### src/rtl/strapctl_pkg.sv
package strapctl_pkg;

  localparam int STRAP_W = 5;
  localparam int FS_W    = 3;

  typedef enum logic [1:0] {
    MODE_NORMAL = 2'b00,
    MODE_HIZ    = 2'b01,
    MODE_REFDIV = 2'b10
  } out_mode_e;

  typedef struct packed {
    logic sel_hi;
    logic sel_lvl;
    logic fs_b;
    logic fs_a;
    logic pair;
  } strap_t;

endpackage

### src/rtl/strapctl_sync.sv
module strapctl_sync #(
  parameter int               WIDTH   = 1,
  parameter int               STAGES  = 2,
  parameter logic [WIDTH-1:0] RST_VAL = '0
) (
  input  logic             clk,
  input  logic             rst_n,
  input  logic [WIDTH-1:0] d_i,
  output logic [WIDTH-1:0] q_o
);

  localparam int LAST = STAGES - 1;

  logic [STAGES-1:0][WIDTH-1:0] stg_q;
  logic [STAGES-1:0][WIDTH-1:0] stg_d;

  always_comb begin
    stg_d[0] = d_i;
    for (int s = 1; s < STAGES; s++) begin
      stg_d[s] = stg_q[s-1];
    end
  end

  always_ff @(posedge clk or negedge rst_n) begin
    if (!rst_n) begin
      for (int s = 0; s < STAGES; s++) begin
        stg_q[s] <= RST_VAL;
      end
    end else begin
      stg_q <= stg_d;
    end
  end

  assign q_o = stg_q[LAST];

endmodule

### src/rtl/strapctl_latch.sv
module strapctl_latch
  import strapctl_pkg::*;
(
  input  logic            clk,
  input  logic            rst_n,
  input  logic            pg_active_i,
  input  strap_t          strap_i,
  output logic [FS_W-1:0] fs_o,
  output logic            pair_o,
  output logic            hw_test_o
);

  logic            captured_q, captured_d;
  logic            cap_en;
  logic [FS_W-1:0] fs_q, fs_d;
  logic            pair_q, pair_d;
  logic            test_q, test_d;

  // capture enable: first cycle with power-good active since reset
  assign cap_en = pg_active_i & ~captured_q;

  always_comb begin
    captured_d = captured_q;
    fs_d       = fs_q;
    pair_d     = pair_q;
    test_d     = test_q;
    if (cap_en) begin
      captured_d = 1'b1;
      test_d     = strap_i.sel_hi;
      // a test-level strap is not a frequency-select bit
      fs_d       = {strap_i.sel_lvl & ~strap_i.sel_hi, strap_i.fs_b, strap_i.fs_a};
      pair_d     = strap_i.pair;
    end
  end

  always_ff @(posedge clk or negedge rst_n) begin
    if (!rst_n) begin
      captured_q <= 1'b0;
      fs_q       <= '0;
      pair_q     <= 1'b0;
      test_q     <= 1'b0;
    end else if (cap_en) begin
      captured_q <= captured_d;
      fs_q       <= fs_d;
      pair_q     <= pair_d;
      test_q     <= test_d;
    end
  end

  assign fs_o      = fs_q;
  assign pair_o    = pair_q;
  assign hw_test_o = test_q;

  p_hold_r3: assert property (@(posedge clk) disable iff (!rst_n)
    (captured_q && $past(captured_q)) |-> ($stable(fs_q) && $stable(pair_q) && $stable(test_q)));

  p_fs_masked_r4: assert property (@(posedge clk) disable iff (!rst_n)
    test_q |-> !fs_q[FS_W-1]);

  p_no_early_r1: assert property (@(posedge clk) disable iff (!rst_n)
    !captured_q |-> (fs_q == '0 && !pair_q && !test_q));

endmodule

### src/rtl/strapctl_mode.sv
module strapctl_mode
  import strapctl_pkg::*;
(
  input  logic      clk,
  input  logic      rst_n,
  input  logic      hw_test_i,
  input  logic      live_pin_i,
  input  logic      sw_enter_i,
  input  logic      sw_ref_i,
  output out_mode_e mode_o
);

  logic      sw_flag_q, sw_flag_d;
  out_mode_e mode_q, mode_d;

  // sticky software entry; only reset clears it
  assign sw_flag_d = sw_flag_q | sw_enter_i;

  always_comb begin
    if (sw_flag_q) begin
      mode_d = sw_ref_i ? MODE_REFDIV : MODE_HIZ;
    end else if (hw_test_i) begin
      mode_d = live_pin_i ? MODE_REFDIV : MODE_HIZ;
    end else begin
      mode_d = MODE_NORMAL;
    end
  end

  always_ff @(posedge clk or negedge rst_n) begin
    if (!rst_n) begin
      sw_flag_q <= 1'b0;
      mode_q    <= MODE_NORMAL;
    end else begin
      sw_flag_q <= sw_flag_d;
      mode_q    <= mode_d;
    end
  end

  assign mode_o = mode_q;

  p_sticky_r8: assert property (@(posedge clk) disable iff (!rst_n)
    sw_flag_q |=> sw_flag_q);

  p_sw_wins_r10: assert property (@(posedge clk) disable iff (!rst_n)
    sw_flag_q |=> (mode_q != MODE_NORMAL));

  p_idle_r9: assert property (@(posedge clk) disable iff (!rst_n)
    (!sw_flag_q && !hw_test_i) |=> (mode_q == MODE_NORMAL));

  p_test_held_r6: assert property (@(posedge clk) disable iff (!rst_n)
    (mode_q != MODE_NORMAL) |=> (mode_q != MODE_NORMAL));

endmodule

### src/rtl/pwrup_strap_ctrl.sv
module pwrup_strap_ctrl
  import strapctl_pkg::*;
#(
  parameter int SYNC_STAGES = 2
) (
  input  logic       clk,
  input  logic       rst_n,
  input  logic       pwrgd_n,
  input  logic       sel_hi_i,
  input  logic       sel_lvl_i,
  input  logic       fsb_i,
  input  logic       fsa_i,
  input  logic       pair_strap_i,
  input  logic       sw_test_enter_i,
  input  logic       sw_test_ref_i,
  output logic [2:0] fs_rb_o,
  output logic       pair_cpu_o,
  output logic [1:0] out_mode_o
);

  localparam int PIN_W = STRAP_W + 1;
  localparam logic [PIN_W-1:0] PIN_RST = {1'b1, {STRAP_W{1'b0}}};

  logic             rst_sync_n;
  logic [PIN_W-1:0] pins_raw, pins_sync;
  strap_t           strap_sync;
  logic             pg_active;
  logic             hw_test;
  out_mode_e        mode;

  strapctl_sync #(.WIDTH(1), .STAGES(SYNC_STAGES), .RST_VAL(1'b0)) u_rst_sync (
    .clk   (clk),
    .rst_n (rst_n),
    .d_i   (1'b1),
    .q_o   (rst_sync_n)
  );

  assign pins_raw = {pwrgd_n, sel_hi_i, sel_lvl_i, fsb_i, fsa_i, pair_strap_i};

  strapctl_sync #(.WIDTH(PIN_W), .STAGES(SYNC_STAGES), .RST_VAL(PIN_RST)) u_pin_sync (
    .clk   (clk),
    .rst_n (rst_sync_n),
    .d_i   (pins_raw),
    .q_o   (pins_sync)
  );

  assign pg_active  = ~pins_sync[PIN_W-1];
  assign strap_sync = strap_t'(pins_sync[STRAP_W-1:0]);

  strapctl_latch u_latch (
    .clk         (clk),
    .rst_n       (rst_sync_n),
    .pg_active_i (pg_active),
    .strap_i     (strap_sync),
    .fs_o        (fs_rb_o),
    .pair_o      (pair_cpu_o),
    .hw_test_o   (hw_test)
  );

  strapctl_mode u_mode (
    .clk        (clk),
    .rst_n      (rst_sync_n),
    .hw_test_i  (hw_test),
    .live_pin_i (strap_sync.fs_b),
    .sw_enter_i (sw_test_enter_i),
    .sw_ref_i   (sw_test_ref_i),
    .mode_o     (mode)
  );

  assign out_mode_o = mode;

endmodule

### config.mk
export PLATFORM = sky130hd
export DESIGN_NAME = pwrup_strap_ctrl
export DESIGN_NICKNAME = d
export VERILOG_FILES = /design/src/rtl/strapctl_pkg.sv /design/src/rtl/strapctl_sync.sv /design/src/rtl/strapctl_latch.sv /design/src/rtl/strapctl_mode.sv /design/src/rtl/pwrup_strap_ctrl.sv
export SDC_FILE = /design/constraint.sdc
export NUM_CORES = 1
export LEC_CHECK = 0
export ABC_CLOCK_PERIOD_IN_PS = 1560
export BUFFER_PORTS_ARGS = -buffer_cell sky130_fd_sc_hd__buf_2
export CORE_UTILIZATION = 52
export CTS_CLUSTER_DIAMETER = 60
export DETAILED_ROUTE_END_ITERATION = 8
export PLACE_DENSITY = 0.77
export SETUP_SLACK_MARGIN = 0.5
export SYNTH_ARGS = -nofsm -noshare
export SYNTH_HDL_FRONTEND = slang
export SYNTH_SLANG_ARGS = --single-unit
### constraint.sdc
create_clock -name clk -period 1.56 [get_ports clk]
set_input_delay 0.312 -clock clk [delete_from_list [all_inputs] [get_ports clk]]
set_output_delay 0.312 -clock clk [all_outputs]
set_load 0.005 [all_outputs]
# Yosys cells after proc, flatten, opt, wreduce, memory -nomap -nowiden
# Cells that the tools add are included.
# classes
muxes	4
bitwise_logic	6
# ops
operator	n
2-bit two-way mux	4
1-bit inverter	3
1-bit AND	2
1-bit bitwise OR	1
# word_totals
register_bits	23
in_bits	10

# Depth between registers and ports, before layout
# Gate-level depths: netlist of the first run.
# depth
ltp_word	3
ltp_mapped	2
depth_no_buf	2

# Hierarchy
# Synthesis of the first run repeated with hierarchy kept, for this count alone.
# unflattened
hier_cells	40
area_unflattened_um2	723.2
# modules_own_cells
mod	n_inst	cells_each	area_each_um2
strapctl_sync at u_pin_sync	1	12	302.8
strapctl_latch	1	14	235.2
strapctl_mode	1	10	127.6
strapctl_sync at u_rst_sync	1	2	50.0
pwrup_strap_ctrl	1	2	7.5

# Worst setup path before layout of the first run
# Ideal clock, no wire load.
# synth_path
path_type	flip-flop to flip-flop
start	reg u_pin_sync.stg_q, in the netlist u_pin_sync.q_o[5]
end	reg u_latch.fs_q[0] (netlist: u_latch.fs_o[0])
t_arrival_ps	886
setup_slack_ps	549
path_stages_with_launch	3
path_buffers	0
period_less_slack_ps	1011
path_cell_list	dfstp_2 -> nor2_4 -> mux2_4
# synth_via
elab_chain_len	2
# synth_lines
element	line	rtl
from (decl)	strapctl_sync.sv:14	logic [STAGES-1:0][WIDTH-1:0] stg_q;
from (signal assigned)	strapctl_sync.sv:30	stg_q <= stg_d;
1-bit inverter	pwrup_strap_ctrl.sv:47	assign pg_active = ~pins_sync[PIN_W-1];
1-bit AND	strapctl_latch.sv:20	assign cap_en = pg_active_i & ~captured_q;
to (signal assigned)	strapctl_latch.sv:44	fs_q <= fs_d;
to (decl)	strapctl_latch.sv:15	logic [FS_W-1:0] fs_q, fs_d;
# No other way between the ends.
# A chain may end at the register's enable or synchronous reset.

# Worst setup path after layout of the first run
# layout_path
start	reg u_latch.fs_q[0] (netlist: u_latch.fs_o[0])
end	out fs_rb_o[0]
# layout_lines
element	line	rtl
to (decl)	pwrup_strap_ctrl.sv:16	output logic [2:0] fs_rb_o,
# No word-level cell between the ends.

==> impl_metrics.ini, run 1 <==
[setup_path]
crit_chain = buf_2
worst_path_max_delay_cell = dfrtp_1
rr_worst_depth = 2
cp.arrival_ns = 0.82
r2r-start = u_pin_sync.q_o[5]
path_delay_family = flip-flops
rrSetupSlack_ns = 0.51
critPathLaunchType = register
slowest_delay_ns = 0.40
worstSetupPathType = register to primary output
crit_cells = 1
endpoint = fs_rb_o[0]
end_kind = primary output
cp_max_fo = 2
cp_num_buf_inv = 1
required_ns = 1.25
timing.rr.end = u_latch.hw_test_o
critPathLaunch = u_latch.fs_o[0]

[die]
die_w_um = 39
start_util = 0.600
core_sq_um = 1190
die_y_um = 39
num_io_pins = 16
die-area_sq_um = 1520
rows = 12

[sta]
timing.final.max_slew_violations = 0
rsz0062_at_grt = yes
fin_setup_tns_ns = 0
fin_crit_ns = 1.13
finClkSkew_ns = 0.00316
max_freq_ghz = 0.881
fin_crit_sh = 0.727
hold_violations = 0
finalSetupViolCount = 0
worst_slack_ns = 0.426

[outcome]
status = completed

[logic_synthesis]
yosysSeqAreaShare = 0.812
synth_top_area_frac = 0.738
syn-num-nets = 49
netlist_area_sq_um = 712
synthDistinctLibCells = 12
synthTopCellsByCount = dfrtp_1, mux2_4
yosysMostFrequentCell = dfrtp_1
yosysWarnings = 0
async_flop_share = 1.00
yosys_most_used_dff = dfrtp_1
synth_top_area_cell = dfrtp_1
postSynthAreaPerCell_sq_um = 18.3
yosys-top-cells-area = dfrtp_1, mux2_4, dfstp_2
syn_inst = 39
synth_edf_count = 0
synth_seq_cells = 23

[route]
drtIter0Drc = 2
via_per_inst = 4.67
vias = 364
wl_per_cell_um = 10.9
drc_errors = 0
dr.pass1.iters = 4
ant_nets = 0
totalWireLength_um = 851

[cells_and_area]
fillCellCount = 83
regArea_sq_um = 578
final_core_util = 0.742
fin_nets = 75
area_growth_pct = 23.6
final_cell_area_sq_um = 880
antenna_cells = 0
drive_above_1_share = 0.500
multi_input_area_sq_um = 130

[global_route]
grt_usage = 0.155
grt_pass1_vias = 362
busiest_layer = met2
antenna_found_initial = 0
grt_max_degree = 22
overflow = 0
grtUsageMet2 = 0.246
grt_pass1_wl_um = 1400
grt_use_met3 = 0.0694
gr-usage-met1 = 0.165

[place]
numPortBuffers = 15
postPlaceCellArea_sq_um = 812
place.gp.congestion = 0.620
dp_slack_ns = 0.511
dpl.hpwl_um = 602

[clocking]
tritoncts = built
clkTransAtPathRegs_ns = 0.12
cts_sinks = 23
cts_buffers = 3
cts_resized = 0
root_buffer = clkbuf_4
insertion_delay_ns = 0.30
cts-root-to-sink-buffers = 2
htreeDepth = 1

[pwr]
power.total_mw = 0.990
power_density_nw_per_um2 = 1130
p_comb_frac = 0.083
power.leakage_nw = 0.433
p_sw_frac = 0.210
p_int_mw = 0.781
p_clk_frac = 0.261
p_sw_mw = 0.208
ir_drop_uv = 746
power_frac_seq = 0.655

[hold_path]
min_path_type = primary input to register

[run]
maxCapViolations = 0
-- worst min-delay path by stage --
stage / end / depth (start not counted) / startpoint / slack, ns
6_report: u_pin_sync.stg_d[11] / 1 / pwrgd_n / 0.1
5_1_grt: u_pin_sync.stg_d[10] / 1 / sel_hi_i / 0.07
4_1_cts: u_pin_sync.stg_d[11] / 1 / pwrgd_n / 0.08
3_5_place_dp: u_rst_sync.q_o / 1 / rst_n / 0.10
3_3_place_gp: u_rst_sync.stg_d[1] / 1 / rst_n / 0.1
2_1_floorplan: u_rst_sync.q_o / 0 / rst_n / 0.02
-- placed cells by master (no fill, tap or decap), types with 2 or more instances in the layout --
cell      instances
buf_2            15
buf_4             5
clkbuf_4          3
dfrtp_1          21
dfstp_2           2
mux2_4            4
nand2_1           2
nand2b_1          2
o21ai_0           2
-- power by group through the flow --
stage          registers [mW]  clock network, mW  logic, mW
6_report                0.648              0.259     0.0826
5_1_grt                 0.653              0.298     0.0920
4_1_cts                 0.649              0.273     0.0758
3_5_place_dp            0.662                  0     0.0645
3_3_place_gp            0.659                  0     0.0624
2_1_floorplan           0.667                  0     0.0232
-- cells by family after synthesis --
| group | synth area share |
|---|---|
| buffers and inverters | 0.00527 |
| and+or+nand+nor | 0.0527 |
| DFF | 0.812 |
| other | 0.00527 |
| AOI/OAI and AO/OA | 0.0264 |
| muxes | 0.0984 |
-- final cells by class --
cell class / count / share of cell area
sequential: 23 / 0.657
multi-input combinational: 15 / 0.148
timing repair buffer: 21 / 0.139
clock buffer: 3 / 0.0256
tap: 14 / 0.0199
clock inverter: 1 / 0.00569
inverter: 1 / 0.00427
-- per-stage QoR --
stage	std cells	hold WS, ns
floorplan	39	0.0164
global placement	69	0.0983
CTS	76	0.0839
detailed placement	69	0.101
global route	78	0.0748
finish	78	0.0973
-- worst reg2reg max path, stage by stage (launching register included) --
cell	delay (ns)
dfstp_2	0.59
nor2_4	0.07
mux2_4	0.30
-- per-layer routing --
metal	part of all wire	wire length, um
met5	0	0
met3	0.054	46
met1	0.44	372
met4	0	0
met2	0.51	432
-- state kept, by name, summed over array words and instances, names as in the netlist --
name and count:
u_mode.mode_o 2, u_rst_sync.q_o 1, u_latch.hw_test_o 1, u_pin_sync.stg_d 6, u_latch.fs_o 3, u_pin_sync.q_o 6
u_latch.captured_q 1, u_latch.pair_o 1, u_mode.sw_flag_q 1, u_rst_sync.stg_d 1
-- timing repair --
action	4_1_cts	5_1_grt
pin swaps	1	0
setup endpoints to repair	7	10
hold buffers	1	0
buffers inserted	2	2
hold endpoints to repair	2	0
(Power assumes the default switching activity.)
==> inputs of run 2 (changes only) <==
ABC_CLOCK_PERIOD_IN_PS = 1170   (was 1560)
CORE_UTILIZATION = 49   (was 52)
PLACE_DENSITY = 0.73   (was 0.77)
clock period = 1.17 ns   (was 1.56 ns; I/O delays follow)
==> run 2 against run 1 <==
First-iteration DRC count is 100% lower; clock skew is 0.0023 ns higher; cell area is 5.4% higher; sequential share of layout area is 3.1 points lower; final cell count is 2.6% higher; die area is 5.8% higher; combinational power is 40% higher; global-route usage is 0.41 points lower; total power is 35% higher; register-to-register slack worse by 0.42 ns; critical endpoint is now u_latch.fs_o[1].
==> impl_metrics.ini, run 2 (same netlist as run 1, synthesis figures left out) <==
[route]
drc_errors = 0
ant_nets = 0
via_per_inst = 4.61
dr.pass1.iters = 1
totalWireLength_um = 959
wl_per_cell_um = 12.0
drtIter0Drc = 0
vias = 369

[hold_path]
min_path_type = primary input to register
min_from = pwrgd_n

[cells_and_area]
drive_above_1_share = 0.585
layout_common_cells = dfrtp_1, buf_2, buf_4, mux2_4, clkbuf_4
area_growth_pct = 30.2
final_common_cell = dfrtp_1
finalNonFillerCells = 80
fin_nets = 76
antenna_cells = 0
final_core_util = 0.695
final_cell_area_sq_um = 927

[place]
dpl.hpwl_um = 551
dp.cells = 69
numPortBuffers = 15
place.gp.congestion = 0.577
dp_slack_ns = 0.121
postPlaceCellArea_sq_um = 810

[setup_path]
critPathLaunch = u_pin_sync.q_o[5]
r2r-start = u_pin_sync.q_o[5]
cp.arrival_ns = 1.28
required_ns = 1.36
end_kind = register
cp_max_fo = 4
worstSetupPathType = register to register
critPathLaunchType = register
crit_chain = nor2_4, mux2_4
slowest_delay_ns = 0.61
worst_path_max_delay_cell = dfstp_2

[outcome]
status = completed

[sta]
rsz0062_at_grt = yes
fin_crit_sh = 0.926
finClkSkew_ns = 0.00544
worst_slack_ns = 0.0872
hold_violations = 0
timing.final.max_slew_violations = 0
max_freq_ghz = 0.924
hold_slack_ns = 0.0170
fin_setup_tns_ns = 0
finalSetupViolCount = 0
fin_crit_ns = 1.08

[die]
die_w_um = 40.1
num_io_pins = 16
die-area_sq_um = 1610
die_y_um = 40.1
core_sq_um = 1330
rows = 13
start_util = 0.534

[clocking]
cts_buffers = 3
clkTransAtPathRegs_ns = 0.12
htreeDepth = 1
root_buffer = clkbuf_4
tritoncts = built
cts-root-to-sink-buffers = 2
insertion_delay_ns = 0.30
cts_sinks = 23

[pwr]
ir_drop_uv = 875
power.total_mw = 1.34
power.leakage_nw = 0.460
power_density_nw_per_um2 = 1440

[global_route]
grt_pass1_wl_um = 1440
grt_max_degree = 22
overflow = 0
grt_pass1_vias = 338
antenna_found_initial = 0
grt_usage = 0.151

[run]
maxCapViolations = 0
run 2: worst paths after layout:
kind	to	cells after the start	slack [ns]
worst max-delay path	u_latch.fs_o[1]	2	0.09
worst min-delay path	u_pin_sync.stg_d[11]	1	0.02
worst max register to register	u_latch.fs_o[1]	2	0.09
worst min register to register	u_mode.mode_o[0]	0	0.21
max in group asynchronous	u_pin_sync.stg_d[11]	0	0.63
min in group asynchronous	u_mode.mode_o[0]	0	0.21
run 2: metal layers:
metal  wire (um)  up-vias  track usage
li1            -      178            -
met1         387      173        0.170
met2         520       16        0.242
met3          44        2       0.0500
met4           7        0        0.103
met5           0        -            0
run 2: critical path: cells and delay by family, from the launching register on:
kind             cells  cell delay, ns
DFF                  1            0.61
and+or+nand+nor      1            0.08
muxes                1            0.29
run 2: timing repair:
item                       CTS  global route
pin swaps                    2             0
resized for setup            4             4
setup buffers                5             1
hold endpoints to repair     2             0
setup endpoints to repair   15            15
hold buffers                 1             0
run 2: layout make-up:
class / count / area (sq um)
clock inverters: 1 / 5.00
inverters: 1 / 3.75
flip-flops and latches: 23 / 581
well taps: 15 / 18.8
multi-input cells: 15 / 163
repair buffers: 22 / 134
fillers: 108 / 407
clock buffers: 3 / 22.5
run 2: power breakdown:
group | internal (mW) | switching (mW) | total [mW]
combinational | 0.0789 | 0.0371 | 0.116
clock | 0.127 | 0.218 | 0.345
sequential | 0.844 | 0.0336 | 0.878
total | 1.05 | 0.289 | 1.34
==> inputs of run 3 (changes only) <==
BUFFER_PORTS_ARGS = not set   (was -buffer_cell sky130_fd_sc_hd__buf_2)
CORE_AREA = 2 2 39 41   (was not set)
CORE_UTILIZATION = not set   (was 49)
DIE_AREA = 0 0 41 43   (was not set)
DONT_BUFFER_PORTS = 1   (was not set)
PLACE_DENSITY = 0.69   (was 0.73)
SLEW_MARGIN = 5   (was not set)
==> run 3 against run 2 <==
Count of clock-buffer cells in the layout is 1 higher; routed wire length grew 0.83%; critical path type unchanged; cell area shrank 5.8%; setup slack improved by 0.043 ns; die area is 9.6% higher; non-clock buffer count decreased by 12; critical endpoint unchanged.
==> impl_metrics.ini, run 3 (same netlist as run 1, synthesis figures left out) <==
[place]
numPortBuffers = 0
postPlaceCellArea_sq_um = 736
place.gp.congestion = 0.600
dpl.hpwl_um = 624

[route]
drtIter0Drc = 0
wl_per_cell_um = 14.0
drc_errors = 0
totalWireLength_um = 967
ant_nets = 0
via_per_inst = 4.84
vias = 334
dr.pass1.iters = 1

[global_route]
overflow = 0
grt_pass1_wl_um = 1680
grt_usage = 0.149
antenna_found_initial = 0
grt_pass1_vias = 413
grt_max_degree = 22

[setup_path]
critPathLaunchType = register
worstSetupPathType = register to register
end_kind = register
required_ns = 1.36
cp.arrival_ns = 1.23
cp_max_fo = 4

[cells_and_area]
antenna_cells = 0
area_growth_pct = 22.7
final_core_util = 0.631
final_common_cell = dfrtp_1
final_cell_area_sq_um = 873
fin_nets = 64
drive_above_1_share = 0.340
fillCellCount = 96
layout_common_cells = dfrtp_1, dlygate4sd3_1, mux2_4, clkbuf_4, buf_4

[pwr]
p_sw_mw = 0.261
p_clk_frac = 0.258
power.total_mw = 1.29
p_sw_frac = 0.202
p_int_mw = 1.03
power.leakage_nw = 0.395
p_comb_frac = 0.056
ir_drop_uv = 956
power_frac_seq = 0.686
power_density_nw_per_um2 = 1480

[sta]
fin_crit_sh = 0.889
finalSetupViolCount = 0
hold_violations = 0
fin_crit_ns = 1.04
max_freq_ghz = 0.962
finClkSkew_ns = 0.000774
hold_slack_ns = 0.0191
timing.final.max_slew_violations = 0
fin_setup_tns_ns = 0
rsz0062_at_grt = yes

[outcome]
status = completed

[clocking]
insertion_delay_ns = 0.29
root_buffer = clkbuf_4
cts_sinks = 23
cts_buffers = 3
htreeDepth = 1
tritoncts = built
cts-root-to-sink-buffers = 2
clkTransAtPathRegs_ns = 0.11

[die]
die_y_um = 43
die-area_sq_um = 1760
core_sq_um = 1380
start_util = 0.514
num_io_pins = 16
rows = 14
die_w_um = 41

[hold_path]
min_path_type = primary input to register

[run]
maxCapViolations = 0
[run 3: critical path, stage by stage (launching register included)]
cell	delay, ns
dfstp_2	0.57
nor2_4	0.06
mux2_4	0.30
[run 3: path summary, 6_finish.rpt]
| kind | start | endpoint | slack, ns | cells past startpoint |
|---|---|---|---|---|
| setup / recovery | u_pin_sync.q_o[5] | u_latch.fs_o[1] | 0.13 | 2 |
| hold / removal | sw_test_ref_i | u_mode.mode_o[0] | 0.02 | 1 |
| setup reg to reg | u_pin_sync.q_o[5] | u_latch.fs_o[1] | 0.13 | 2 |
| hold reg to reg | u_rst_sync.q_o | u_pin_sync.stg_d[7] | 0.21 | 0 |
| max in group asynchronous | u_rst_sync.q_o | u_pin_sync.q_o[5] | 0.63 | 0 |
| min in group asynchronous | rst_n | u_rst_sync.q_o | 0.15 | 1 |
[run 3: layout make-up]
| type | instances | area, sq um | area share |
|---|---|---|---|
| well taps | 16 | 20.0 | 0.0229 |
| inverters | 1 | 3.75 | 0.00430 |
| repair buffers | 10 | 92.6 | 0.106 |
| flip-flops and latches | 23 | 579 | 0.663 |
| clock buffers | 4 | 26.3 | 0.0301 |
| multi-input cells | 15 | 151 | 0.173 |
[run 3: metal layers]
metal / global-route usage / wire length (um) / up-vias
li1: - / - / 152
met1: 0.187 / 356 / 170
met2: 0.213 / 555 / 10
met3: 0.0314 / 47 / 2
met4: 0.120 / 8 / 0
met5: 0 / 0 / -
[run 3: per-stage QoR]
step / instances / worst slack (ns)
CTS: 68 / 0.130
finish: 69 / 0.130
global placement: 55 / 0.149
global route: 69 / 0.113
floorplan: 39 / 0.159
detailed placement: 55 / 0.110
[run 3: repair_timing]
item / CTS / global route
buffers inserted: 2 / 1
gates resized for setup: 3 / 2
pin swaps: 1 / 1
hold endpoints to repair: 8 / 0
cloned: 0 / 0
hold buffers: 7 / 0
setup endpoints to repair: 15 / 15
[run 3: power groups by stage]
stage | logic, mW | clock network (mW) | registers, mW
4_1_cts | 0.0623 | 0.353 | 0.889
5_1_grt | 0.0790 | 0.385 | 0.895
3_5_place_dp | 0.0346 | 0 | 0.903
3_3_place_gp | 0.0320 | 0 | 0.899
6_report | 0.0725 | 0.333 | 0.885
2_1_floorplan | 0.0309 | 0 | 0.890
